==> src/rtl/adc_gain_pkg.sv <==
package adc_gain_pkg;
    localparam int SAMPLE_W = 16;
    localparam int COEF_W   = 16;
    localparam int FRAC_W   = 15;
endpackage

==> src/rtl/offset_to_signed.sv <==
module offset_to_signed #(
    parameter int W = adc_gain_pkg::SAMPLE_W
) (
    input  logic [W-1:0] raw_code,
    output logic [W-1:0] signed_code
);
    // Flipping the top bit maps midscale to zero without any carry chain.
    always_comb begin
        signed_code        = raw_code;
        signed_code[W-1]   = ~raw_code[W-1];
    end
endmodule

==> src/rtl/gain_product_stage.sv <==
module gain_product_stage #(
    parameter int SW = adc_gain_pkg::SAMPLE_W,
    parameter int CW = adc_gain_pkg::COEF_W
) (
    input  logic               clk,
    input  logic               rst,
    input  logic               take,
    input  logic [SW-1:0]      sample_tc,
    input  logic [CW-1:0]      gain,
    output logic               prod_valid,
    output logic [SW+CW-1:0]   prod
);
    localparam int PW = SW + CW;

    logic signed [PW-1:0] sx;
    logic signed [PW-1:0] gx;
    logic signed [PW-1:0] mul;

    assign sx  = {{CW{sample_tc[SW-1]}}, sample_tc};
    assign gx  = {{SW{gain[CW-1]}}, gain};
    assign mul = sx * gx;

    always_ff @(posedge clk) begin
        if (rst) begin
            prod_valid <= 1'b0;
            prod       <= '0;
        end else begin
            prod_valid <= take;
            if (take) begin
                prod <= mul;
            end
        end
    end
endmodule

==> src/rtl/product_saturate.sv <==
module product_saturate #(
    parameter int SW = adc_gain_pkg::SAMPLE_W,
    parameter int CW = adc_gain_pkg::COEF_W,
    parameter int FW = adc_gain_pkg::FRAC_W
) (
    input  logic [SW+CW-1:0] prod,
    output logic [SW-1:0]    narrowed
);
    localparam int PW   = SW + CW;
    localparam int TOP  = FW + SW;
    localparam int HI_W = PW - TOP;
    localparam logic [SW-1:0] POS_MAX = {1'b0, {(SW-1){1'b1}}};
    localparam logic [SW-1:0] NEG_MIN = {1'b1, {(SW-1){1'b0}}};

    logic [SW-1:0]   field;
    logic [HI_W-1:0] high_bits;
    logic            overflow;

    assign field     = prod[TOP-1:FW];
    assign high_bits = prod[PW-1:TOP];
    assign overflow  = (high_bits != {HI_W{field[SW-1]}});

    always_comb begin
        if (overflow) begin
            narrowed = prod[PW-1] ? NEG_MIN : POS_MAX;
        end else begin
            narrowed = field;
        end
    end
endmodule

==> src/rtl/adc_gain_stage.sv <==
module adc_gain_stage #(
    parameter int SW = adc_gain_pkg::SAMPLE_W,
    parameter int CW = adc_gain_pkg::COEF_W,
    parameter int FW = adc_gain_pkg::FRAC_W
) (
    input  logic          clk,
    input  logic          rst,
    input  logic          in_valid,
    input  logic [SW-1:0] in_sample,
    input  logic [CW-1:0] coef,
    output logic          out_valid,
    output logic [SW-1:0] out_data
);
    localparam int PW = SW + CW;

    logic [SW-1:0] sample_tc;
    logic          s1_valid;
    logic [PW-1:0] s1_prod;
    logic [SW-1:0] s1_narrow;

    offset_to_signed #(.W(SW)) i_conv (
        .raw_code    (in_sample),
        .signed_code (sample_tc)
    );

    gain_product_stage #(.SW(SW), .CW(CW)) i_mul (
        .clk        (clk),
        .rst        (rst),
        .take       (in_valid),
        .sample_tc  (sample_tc),
        .gain       (coef),
        .prod_valid (s1_valid),
        .prod       (s1_prod)
    );

    product_saturate #(.SW(SW), .CW(CW), .FW(FW)) i_sat (
        .prod     (s1_prod),
        .narrowed (s1_narrow)
    );

    always_ff @(posedge clk) begin
        if (rst) begin
            out_valid <= 1'b0;
            out_data  <= '0;
        end else begin
            out_valid <= s1_valid;
            if (s1_valid) begin
                out_data <= s1_narrow;
            end
        end
    end
endmodule

==> config.mk <==
export PLATFORM = sky130hd
export DESIGN_NAME = adc_gain_stage
export DESIGN_NICKNAME = d
export VERILOG_FILES = /design/src/rtl/adc_gain_pkg.sv /design/src/rtl/offset_to_signed.sv /design/src/rtl/gain_product_stage.sv /design/src/rtl/product_saturate.sv /design/src/rtl/adc_gain_stage.sv
export SDC_FILE = /design/constraint.sdc
export NUM_CORES = 1
export LEC_CHECK = 0
export ABC_AREA = 1
export BUFFER_PORTS_ARGS = -buffer_cell sky130_fd_sc_hd__buf_2
export CAP_MARGIN = 20
export CORE_ASPECT_RATIO = 2
export CORE_UTILIZATION = 65
export CTS_BUF_LIST = sky130_fd_sc_hd__clkbuf_2
export DETAILED_ROUTE_END_ITERATION = 6
export HOLD_SLACK_MARGIN = 0.03
export PLACE_DENSITY = 0.83
export SKIP_CTS_REPAIR_TIMING = 1
export SYNTH_ARGS = -nofsm -noshare
export SYNTH_HDL_FRONTEND = slang
export SYNTH_SLANG_ARGS = --single-unit
export TNS_END_PERCENT = 10
==> constraint.sdc <==
create_clock -name clk -period 6.85 [get_ports clk]
set_input_delay 0.3425 -clock clk [delete_from_list [all_inputs] [get_ports clk]]
set_output_delay 0.3425 -clock clk [all_outputs]
set_load 0.01 [all_outputs]
### Word level (Yosys, flattened, before mapping)

Index checks and enable logic that the tools add are counted.

| storage, ports and cells | value |
|---|---|
| register bits after elaboration | 50 |
| output and inout port bits | 17 |

| cells by class | value |
|---|---|
| $mul | 1 |
| equality and inequality tests | 1 |
| mux-type cells | 2 |
| bitwise operators | 1 |

Operators by type and width:

| operator | count |
|---|---|
| 16-bit by 16-bit multiplier with 32-bit output | 1 |
| 16-bit two-way mux | 2 |
| 1-bit != test | 1 |
| 1-bit NOT | 1 |

### Depth between registers and ports, before layout

| logic depth | value |
|---|---|
| depth after elaboration | 2 |
| mapped depth | 29 |
| depth with buffers taken out | 28 |

### Cells and area by module

A second synthesis with hierarchy kept.

| second synthesis, totals | value |
|---|---|
| cells, all modules | 1,795 |
| area, all modules | 13,078.8 um^2 |

By module, submodules not included:

| module | times used | cells each | area an instance (um^2) | sequential area each (um^2) |
|---|---|---|---|---|
| gain_product_stage | 1 | 1,636 | 11,971.5 | 660.6 |
| adc_gain_stage | 1 | 105 | 767.0 | 340.3 |
| product_saturate | 1 | 38 | 224.0 | 0.0 |
| offset_to_signed | 1 | 16 | 116.4 | 0.0 |

### Worst setup path before layout

OpenSTA, ideal clock, no wires.

| timing | value |
|---|---|
| kind | input port to flip-flop |
| start | in coef[6] |
| end | reg i_mul.prod[28] |
| setup time | 0.109 ns |
| arrival time | 5.399 ns |
| data required time | 6.741 ns |
| slack | 1.342 ns |
| cell stages on the path | 21 |
| path through | clkbuf_1 clkbuf_1 nand2_1 fa_1 inv_1 fa_1 inv_1 fa_1 fa_1 fa_1 fa_1 inv_1 ha_1 nand2_1 nor3_1 nand2_1 o21bai_1 nand3_1 nand3_1 nand2_1 inv_1 |

| on the way | value |
|---|---|
| cells in the longest elaborated chain, start to end | 1 |

RTL lines:

| element | line | text |
|---|---|---|
| from (decl) | adc_gain_stage.sv:10 | `input logic [CW-1:0] coef,` |
| 16-bit by 16-bit multiplier with 32-bit output | gain_product_stage.sv:21 | `assign mul = sx * gx;` |
| to (signal assigned) | gain_product_stage.sv:30 | `prod <= mul;` |
| to (decl) | gain_product_stage.sv:11 | `output logic [SW+CW-1:0] prod` |

No other way between the ends.
A chain may end at the register's enable or synchronous reset.

### Final worst setup path

| timing | value |
|---|---|
| start | in in_sample[15] |
| end | reg i_mul.prod[28] |

| on the way | value |
|---|---|
| cells in the longest elaborated chain, start to end | 2 |

RTL lines:

| element | line | text |
|---|---|---|
| from (decl) | adc_gain_stage.sv:9 | `input logic [SW-1:0] in_sample,` |
| 1-bit NOT | offset_to_signed.sv:10 | `signed_code[W-1] = ~raw_code[W-1];` |
| 16-bit by 16-bit multiplier with 32-bit output | gain_product_stage.sv:21 |  |

No other way between the ends.

==> impl_metrics.json <==
{
  "gr-total-overflow": 0,
  "multi_input_area_um2": 9090,
  "wl_per_cell_um": 15.5,
  "antenna_cells": 0,
  "layout_commonest_cell": "inv_1",
  "cp-startpoint": "in_sample[15]",
  "postRouteAntennaNets": 0,
  "fmax_mhz": 170,
  "status": "complete, but fails checks",
  "rsz0062_at_grt": "false",
  "fin_cells": 1851,
  "dieArea_um2": 19100,
  "synth-edff-count": 0,
  "ys_warn_count": 0,
  "r2r_start": "i_mul.prod[30]$_SDFFE_PP0P_",
  "nFillCells": 1577,
  "violations": "DRC",
  "synth.top_cells.by_area": "fa_1 (43%), inv_1 (17%), nand2_1 (13%)",
  "wl_um": 28700,
  "vias_per_cell": 5.32,
  "cts-root-buf": "clkbuf_2",
  "routabilityCongestion": 0.950,
  "h-tree-depth": 2,
  "regArea_um2": 701,
  "layout_common_cells": "inv_1 (531), nand2_1 (427), fa_1 (261)",
  "cts_tree": "built",
  "netlist_area_um2": 12000,
  "ys_seq_area_share_pct": 5.82,
  "pin_count": 52,
  "syn_to_final_growth_pct": 2.56,
  "initial_utilization_pct": 66.1,
  "worstSetupPathType": "in2reg",
  "route.detailed.drc": 2,
  "min_path_type": "in2reg",
  "min_period_ns": 5.90,
  "cts_buffers": 5,
  "crit_end": "i_mul.prod[28]$_SDFFE_PP0P_",
  "synth_fp_nets": 2021,
  "synth_seq_cells": 35,
  "num_vias": 9852,
  "clock_skew_ns": 0.0334,
  "maxCapViolCount": 0,
  "die_w_um": 98.2,
  "grtUsageTotal_pct": 33.1,
  "antenna_found_initial": 0,
  "synth_top_area_share_pct": 43.4,
  "worst_slew_pin_slew_ns": 1.01,
  "worstSetupEndpointType": "flip-flop",
  "portBuffers": 51,
  "place_inst": 1844,
  "fp.coreArea_um2": 18200,
  "fp.dieH_um": 194,
  "drive_gt1_share_pct": 4.10,
  "path_max_fanout": 12,
  "grt_start_max_net_pins": 34,
  "slew_headroom_pct": 31.9,
  "timing.final.crit_share_pct": 86.1,
  "drtPass1Iterations": 7,
  "syn_inst": 1644,
  "grt_pass1_vias": 11000,
  "timing.rr.end": "out_data[11]$_SDFFE_PP0P_",
  "clock_sinks": 35,
  "finalSetupTns_ns": 0,
  "fin_nets": 2012,
  "clk_latency_ns": 0.40,
  "synth.avg_cell_area_um2": 7.32,
  "slew_violations": 0,
  "required_ns": 7.17,
  "path_clk_slew_ns": 0.18,
  "dpl.hpwl_um": 25300,
  "whs_ns": 0.266,
  "drt_iter0_drc": 496,
  "synthFlopType": "dfxtp_1",
  "crit_arrival_ns": 6.22,
  "yosysTopAreaCell": "fa_1",
  "reg2reg_depth": 5,
  "fin_util_pct": 67.8,
  "setup_viol": 0,
  "clockBufferDepth": 2,
  "grt_pass1_wl_um": 49600,
  "synth.distinct_cells": 27,
  "rows": 70,
  "worst_setup_path_start_kind": "input port",
  "final_hold_viol_count": 0,
  "synth-async-reset-ratio_pct": 0,
  "r2r_slack_ns": 4.64
}
cells by family after synthesis:
logic type | synth area share [%]
fa+ha+maj | 51.8
xor+xnor | 0.436
flops | 5.82
simple gates | 18.9
buf+inv | 18.6
compound gates | 4.40
worst max-delay path, cell delays in order:
cell      delay (ns)
buf_2           0.15
inv_1           0.30
nand2_1         0.16
inv_1           0.14
fa_1            0.52
fa_1            0.81
inv_1           0.13
fa_1            0.50
fa_1            0.60
fa_1            0.45
fa_1            0.50
inv_1           0.04
ha_1            0.36
nand2_1         0.13
nor3_1          0.42
nand2_1         0.09
o21bai_1        0.25
nand3_1         0.10
nand3_1         0.08
nand2_1         0.08
inv_1           0.03
per-stage QoR:
step                setup slack, ns  area (µm²)
floorplan                      1.34       12000
global placement              0.669       12300
detailed placement            0.564       12300
CTS                            1.00       12300
global route                  0.696       12300
finish                        0.951       12300
flip-flops by register name, indices dropped and copies added, names as in the netlist:
register / flops
i_mul.prod: 17
i_mul.prod_valid: 1
out_data: 16
out_valid: 1
cell usage after synthesis, types with 6 or more instances:
cell type,count
ha_1,81
nand3_1,37
clkbuf_1,67
o21bai_1,8
a21oi_1,33
nor2_1,86
nand2_1,427
o221ai_1,15
dfxtp_1,35
inv_1,531
fa_1,261
o21ai_0,22
nor3_1,6
worst min-delay path by stage:
stage                                           start                          end  slack [ns]  depth (start not counted)
after detailed placement     out_data[7]$_SDFFE_PP0P_     out_data[7]$_SDFFE_PP0P_        0.50                          2
final                                             rst         out_valid$_SDFF_PP0_        0.27                          2
after floorplan           i_mul.prod[15]$_SDFFE_PP0P_  i_mul.prod[15]$_SDFFE_PP0P_        0.48                          2
after global routing                              rst         out_valid$_SDFF_PP0_        0.28                          2
after global placement       out_data[7]$_SDFFE_PP0P_     out_data[7]$_SDFFE_PP0P_        0.49                          2
after CTS                                         rst         out_valid$_SDFF_PP0_        0.24                          2
final cells by class:
type / count / area share [%]
multi-input combinational: 1011 / 73.7
inverter: 531 / 16.1
sequential: 35 / 5.67
tap: 216 / 2.19
timing repair buffer: 51 / 2.07
clock buffer: 5 / 0.203
clock inverter: 2 / 0.0709
layer usage:
metal	routed length [µm]	GRT usage [%]	share of wire [%]	vias up
met5	0	0	0	-
met2	16300	65.4	57	320
met1	9150	31.9	32	4789
li1	-	-	-	4580
met3	951	2.19	3.3	163
met4	2310	21.3	8.0	0
Power is left out: the tool's default activity adds up to more than one toggle a clock period on the data nets, which glitch-free logic cannot reach.
